## src/rtl/prbsChkPkg.sv

```systemverilog
`timescale 1ns/1ps
package prbsChkPkg;
  parameter int unsigned CABLES   = 3;
  parameter int unsigned CHANNELS = 16;
  localparam int unsigned GEN_W   = 2 * CHANNELS;
  localparam int unsigned SEL_W   = $clog2(CABLES + 1);

  typedef struct packed {
    logic [CABLES-1:0] seedLoad;
    logic              run;
    logic              first;
    logic              clear;
  } ctrlStrb_t;

  // Fibonacci step, taps 32, 22, 2, 1 (maximal length)
  function automatic logic [GEN_W-1:0] lfsrStep(input logic [GEN_W-1:0] s);
    return {s[GEN_W-2:0], s[31] ^ s[21] ^ s[1] ^ s[0]};
  endfunction
endpackage

```

## src/rtl/prbsChkCtrl.sv

```systemverilog
`timescale 1ns/1ps
module prbsChkCtrl
  import prbsChkPkg::*;
(
  input  logic             clk,
  input  logic             rstN,
  input  logic             testEn,
  input  logic             farStart,
  input  logic             seedWr,
  input  logic [SEL_W-1:0] seedGen,
  output ctrlStrb_t        strb,
  output logic             checkActive
);
  logic seenQ;
  logic runNow;

  assign runNow = testEn && (seenQ || farStart);

  always_ff @(posedge clk or negedge rstN) begin
    if (!rstN) seenQ <= 1'b0;
    else       seenQ <= runNow;
  end

  for (genvar c = 0; c < CABLES; c++) begin : g_sel
    assign strb.seedLoad[c] = seedWr && (seedGen == SEL_W'(c));
  end

  assign strb.run     = runNow;
  assign strb.first   = runNow && !seenQ;
  assign strb.clear   = !testEn;
  assign checkActive  = seenQ;
endmodule

```

## src/rtl/prbsChkLane.sv

```systemverilog
`timescale 1ns/1ps
module prbsChkLane
  import prbsChkPkg::*;
#(
  parameter int unsigned           CNT_W     = 16,
  parameter logic [GEN_W-1:0]      ZERO_SEED = 32'h0000_0001
) (
  input  logic                clk,
  input  logic                rstN,
  input  logic                seedLoad,
  input  logic                run,
  input  logic                first,
  input  logic                clear,
  input  logic [GEN_W-1:0]    seedVal,
  input  logic [CHANNELS-1:0] emBits,
  input  logic [CHANNELS-1:0] hadBits,
  output logic                errFlag,
  output logic [CNT_W-1:0]    errCnt
);
  localparam logic [CNT_W-1:0] CNT_MAX = '1;

  logic [GEN_W-1:0] seedQ, seedFix, lfsrQ, curGen, rxWord;
  logic             mismatch;

  always_ff @(posedge clk or negedge rstN) begin
    if (!rstN)         seedQ <= '0;
    else if (seedLoad) seedQ <= seedVal;
  end

  assign seedFix = (seedQ == '0) ? ZERO_SEED : seedQ;
  assign curGen  = first ? seedFix : lfsrQ;

  for (genvar i = 0; i < CHANNELS; i++) begin : g_mix
    assign rxWord[2*i]   = emBits[i];
    assign rxWord[2*i+1] = hadBits[i];
  end

  assign mismatch = run && ((curGen ^ rxWord) != '0);

  always_ff @(posedge clk or negedge rstN) begin
    if (!rstN)    lfsrQ <= '0;
    else if (run) lfsrQ <= lfsrStep(curGen);
  end

  always_ff @(posedge clk or negedge rstN) begin
    if (!rstN) begin
      errFlag <= 1'b0;
      errCnt  <= '0;
    end else if (clear) begin
      errFlag <= 1'b0;
      errCnt  <= '0;
    end else if (mismatch) begin
      errFlag <= 1'b1;
      if (errCnt != CNT_MAX) errCnt <= errCnt + 1'b1;
    end
  end
endmodule

```

## src/rtl/prbsLinkChecker.sv

```systemverilog
`timescale 1ns/1ps
module prbsLinkChecker
  import prbsChkPkg::*;
#(
  parameter int unsigned      CNT_W     = 16,
  parameter logic [GEN_W-1:0] ZERO_SEED = 32'h0000_0001
) (
  input  logic                         clk,
  input  logic                         rstN,
  input  logic                         testEn,
  input  logic                         farStart,
  input  logic                         seedWr,
  input  logic [SEL_W-1:0]             seedGen,
  input  logic [CHANNELS-1:0]          seedHi,
  input  logic [CHANNELS-1:0]          seedLo,
  input  logic [CABLES*CHANNELS-1:0]   emBits,
  input  logic [CABLES*CHANNELS-1:0]   hadBits,
  output logic                         checkActive,
  output logic [CABLES-1:0]            errFlag,
  output logic [CABLES*CNT_W-1:0]      errCnt
);
  ctrlStrb_t strb;

  prbsChkCtrl u_ctrl (
    .clk(clk), .rstN(rstN), .testEn(testEn), .farStart(farStart),
    .seedWr(seedWr), .seedGen(seedGen), .strb(strb), .checkActive(checkActive)
  );

  for (genvar c = 0; c < CABLES; c++) begin : g_lane
    prbsChkLane #(.CNT_W(CNT_W), .ZERO_SEED(ZERO_SEED)) u_lane (
      .clk(clk), .rstN(rstN),
      .seedLoad(strb.seedLoad[c]), .run(strb.run), .first(strb.first),
      .clear(strb.clear), .seedVal({seedHi, seedLo}),
      .emBits(emBits[c*CHANNELS +: CHANNELS]),
      .hadBits(hadBits[c*CHANNELS +: CHANNELS]),
      .errFlag(errFlag[c]), .errCnt(errCnt[c*CNT_W +: CNT_W])
    );
  end
endmodule

```

## config.mk

```make
export PLATFORM = sky130hd
export DESIGN_NAME = prbsLinkChecker
export DESIGN_NICKNAME = d
export VERILOG_FILES = /design/src/rtl/prbsChkPkg.sv /design/src/rtl/prbsChkCtrl.sv /design/src/rtl/prbsChkLane.sv /design/src/rtl/prbsLinkChecker.sv
export SDC_FILE = /design/constraint.sdc
export NUM_CORES = 1
export LEC_CHECK = 0
export CORE_MARGIN = 3
export CORE_UTILIZATION = 55
export CTS_CLUSTER_DIAMETER = 50
export DETAILED_ROUTE_END_ITERATION = 16
export GPL_ROUTABILITY_DRIVEN = 0
export PLACE_DENSITY_LB_ADDON = 0.12
export SLEW_MARGIN = 20
export SYNTH_ARGS = -nofsm -noshare
export SYNTH_HDL_FRONTEND = slang
export SYNTH_SLANG_ARGS = --single-unit
```

## constraint.sdc

```tcl
create_clock -name clk -period 2.9 [get_ports clk]
set_input_delay 0.58 -clock clk [delete_from_list [all_inputs] [get_ports clk]]
set_output_delay 0.58 -clock clk [all_outputs]
set_load 0.01 [all_outputs]
```

==> results.sh <==
export IMPL_seq_area_frac_synth_pct=46.79
export IMPL_post_route_cells_drive_above_1_share_pct=19.57
export IMPL_avgRoutedWirePerCell_um=21.73
export IMPL_yosysWarnings=0
export IMPL_cts_sinks=244
export IMPL_htree_levels=1
export IMPL_power_switching_w=0.003676
export IMPL_cp_start_kind="register"
export IMPL_wirelength_mm=42.00
export IMPL_core_um2=22980
export IMPL_p_clk_share_pct=34.9
export IMPL_status="finished, violations left"
export IMPL_met1_usage_pct=43.60
export IMPL_hold_viol=0
export IMPL_die_area_um2=25610
export IMPL_io_pins=187
export IMPL_cts_buffers=31
export IMPL_finalCritPeriodShare_pct=100.2
export IMPL_finalClockSkew_ns=0.01762
export IMPL_postRouteAntennaNets=0
export IMPL_first_pass_iters=8
export IMPL_drv_slew=0
export IMPL_grt_pass1_wl_mm=64.02
export IMPL_peakVddDrop_mv=0.5695
export IMPL_die_h_um=160.0
export IMPL_grt_use_met3_pct=5.266
export IMPL_seqPwrFrac_pct=41.7
export IMPL_syn_inst=1323
export IMPL_die_w_um=160.0
export IMPL_yosysMostFrequentCell="dfrtp_1"
export IMPL_setup_ws_ns=-0.004607
export IMPL_antenna_found_initial=0
export IMPL_max_slew_margin_rel_pct=58.58
export IMPL_rsz0062_at_grt="yes"
export IMPL_grt_max_degree=78
export IMPL_synth_largest_area_cell="dfrtp_1"
export IMPL_period_minus_slack_ns=2.905
export IMPL_gr_total_overflow=0
export IMPL_worst_pin_slew_ns=0.6214
export IMPL_path_clk_slew_ns=0.06
export IMPL_grt_busiest_layer="met2"
export IMPL_setup_viol=1
export IMPL_cts_buffer_depth=3
export IMPL_synthTopCellsByCount="244 x dfrtp_1, 194 x nand2_1, 94 x mux2_2"
export IMPL_post_place_ws_ns=-0.6792
export IMPL_max_freq_mhz=344.3
export IMPL_fin_cells=1933
export IMPL_r2r_cells=11
export IMPL_synth_seq_cells=244
export IMPL_synth_edf_count=0
export IMPL_r2r_slack_ns=-0.005
export IMPL_dp_cells=1860
export IMPL_clk_latency_ns=0.56
export IMPL_grt_usage_pct=31.13
export IMPL_r2r_start="u_ctrl.checkActive"
export IMPL_async_flop_share_pct=100.0
export IMPL_hold_class="in -> async"
export IMPL_viasPerCell=6.169
export IMPL_maxCapViolCount=0
export IMPL_synth_area_top_cells="dfrtp_1 47%, mux2_2 8.1%, nand2_1 5.6%, mux2i_1 5.2%, xnor2_1 4.0%"
export IMPL_violations="setup timing"
export IMPL_netlist_area_um2=13050
export IMPL_crit_type="reg -> reg"
export IMPL_synth_flop_cell="dfrtp_1"
export IMPL_cts_root_buf="clkbuf_16"
export IMPL_drtIter0Drc=1444
export IMPL_drt_drc_violations_left=0
export IMPL_end_kind="register"
export IMPL_port_buffers=186
export IMPL_p_comb_share_pct=23.4
export IMPL_p_sw_share_pct=31.81
export IMPL_fp_row_count=55
export IMPL_gr_usage_met2_pct=50.10
export IMPL_diodes=0
export IMPL_vias=11920
export IMPL_powerDensity_nw_per_um2=657.3
export IMPL_syn_num_nets=1461
export IMPL_nets=1734
export IMPL_avgSynthCellArea_um2=9.863
export IMPL_reg2reg_to="g_lane[2].u_lane.errCnt[14]"
export IMPL_crit_required_ns=3.36
export IMPL_syn_to_final_growth_pct=34.75
export IMPL_worst_path_max_fanout=8
export IMPL_cts_tree="built"
export IMPL_leakagePower_nw=7.498
export IMPL_dp_hpwl_mm=29.48
export IMPL_internal_power_w=0.007881
export IMPL_worstPathArrival_ns=3.36
export IMPL_synth_top_area_share_pct=46.79
export IMPL_synth_cell_type_count=61
export IMPL_start_util_pct=56.77
export IMPL_grt_pass1_vias=11520
export IMPL_num_fill_cells=1549
## worst max-delay path by stage
| stage | startpoint | to | slack [ns] | cells past startpoint |
|---|---|---|---|---|
| 5_1_grt | u_ctrl.checkActive | g_lane[2].u_lane.errCnt[14] | -0.05 | 11 |
| 3_5_place_dp | farStart | g_lane[0].u_lane.errCnt[0] | -0.68 | 12 |
| 3_3_place_gp | farStart | g_lane[0].u_lane.errCnt[0] | -0.60 | 12 |
| 6_report | u_ctrl.checkActive | g_lane[2].u_lane.errCnt[14] | -0.005 | 11 |
| 2_1_floorplan | testEn | g_lane[2].u_lane.errCnt[0] | 0.02 | 11 |
| 4_1_cts | farStart | g_lane[0].u_lane.errCnt[1] | 0.01 | 12 |
## area by class of cell
class | instances | area (um2) | area share [%]
clock inverters | 19 | 250.2 | 1.423
multi-input cells | 945 | 6611 | 37.60
well taps | 313 | 391.6 | 2.227
clock buffers | 38 | 842.1 | 4.789
inverters | 60 | 225.2 | 1.281
repair buffers | 314 | 3157 | 17.95
flip-flops and latches | 244 | 6106 | 34.73
## state kept, by name, indices dropped and copies added, names as in the netlist
| register | count |
|---|---|
| g_lane.u_lane.seedQ | 96 |
| u_ctrl.checkActive | 1 |
| g_lane.u_lane.errCnt | 48 |
| g_lane.u_lane.lfsrQ | 96 |
| g_lane.u_lane.errFlag | 3 |
## metrics by stage
step	TNS [ns]	area (um2)	hold slack, ns	power (W)	utilization (%)
3_5_place_dp	-29.38	15970	0.4705	0.007310	69.46
2_1_floorplan	0	13060	0.2844	0.006061	-
5_1_grt	-0.6592	17580	0.06517	0.01201	76.50
3_3_place_gp	-26.90	15970	0.4606	0.007228	69.46
6_report	-0.004607	17580	0.01642	0.01156	76.50
4_1_cts	0	17140	0.04505	0.01137	74.58
## routing by layer
| metal | vias to the layer above | share of wire (%) |
|---|---|---|
| met5 | - | 0 |
| met1 | 5773 | 41 |
| li1 | 5323 | - |
| met3 | 146 | 8.9 |
| met2 | 682 | 46 |
| met4 | 0 | 4.0 |
## power groups by stage
stage	Combinational, W	Clock (W)	Sequential [W]
floorplan	0.00154	0	0.00452
global route	0.00293	0.00420	0.00488
finish	0.00271	0.00403	0.00482
detailed placement	0.00251	0	0.00480
global placement	0.00245	0	0.00478
CTS	0.00256	0.00407	0.00475
## cell families after synthesis
family          synth area share [%]
simple gates                   16.14
flops                          46.79
compound gates                 12.23
mux                            13.43
buf+inv                        4.344
xor+xnor                       6.779
fa+ha+maj                     0.2877
## worst max-delay path, stage by stage (launching register included)
cell and delay (ns):
dfrtp_1 0.38, nand3b_4 0.21, buf_12 0.18, mux2i_1 0.14
o2bb2ai_1 0.14, a2111o_1 0.38, or4_4 0.50, nor4_4 0.31
buf_6 0.18, clkbuf_16 0.15, nor4_1 0.05, nor3_1 0.18
## cells in the final DEF, fill, tap and decap left out, types with 12 or more instances in the layout
master / Yosys / final
mux2_2: 94 / 94
o22ai_1: 21 / 21
a31oi_1: 45 / 45
nand3_1: 18 / 18
nor2_1: 67 / 66
nand2_1: 194 / 194
nor2b_1: 12 / 12
nor4_1: 49 / 45
xor2_1: 41 / 41
nor3_1: 14 / 14
buf_4: 7 / 103
clkdlybuf4s50_1: 0 / 183
xnor2_1: 60 / 57
a21oi_1: 29 / 27
o21ai_0: 64 / 60
clkbuf_16: 0 / 37
inv_1: 59 / 59
nand4_1: 24 / 24
dfrtp_1: 244 / 244
mux2i_1: 68 / 54
and3_1: 14 / 14
## repair_timing
action,4_1_cts,5_1_grt
setup buffers,0,6
gates cloned,2,8
setup endpoints to repair,38,48
hold buffers,0,0
pin swaps,3,11
gates resized for setup,4,46
endpoints found under the hold margin,0,0
(Power assumes the default switching activity.)
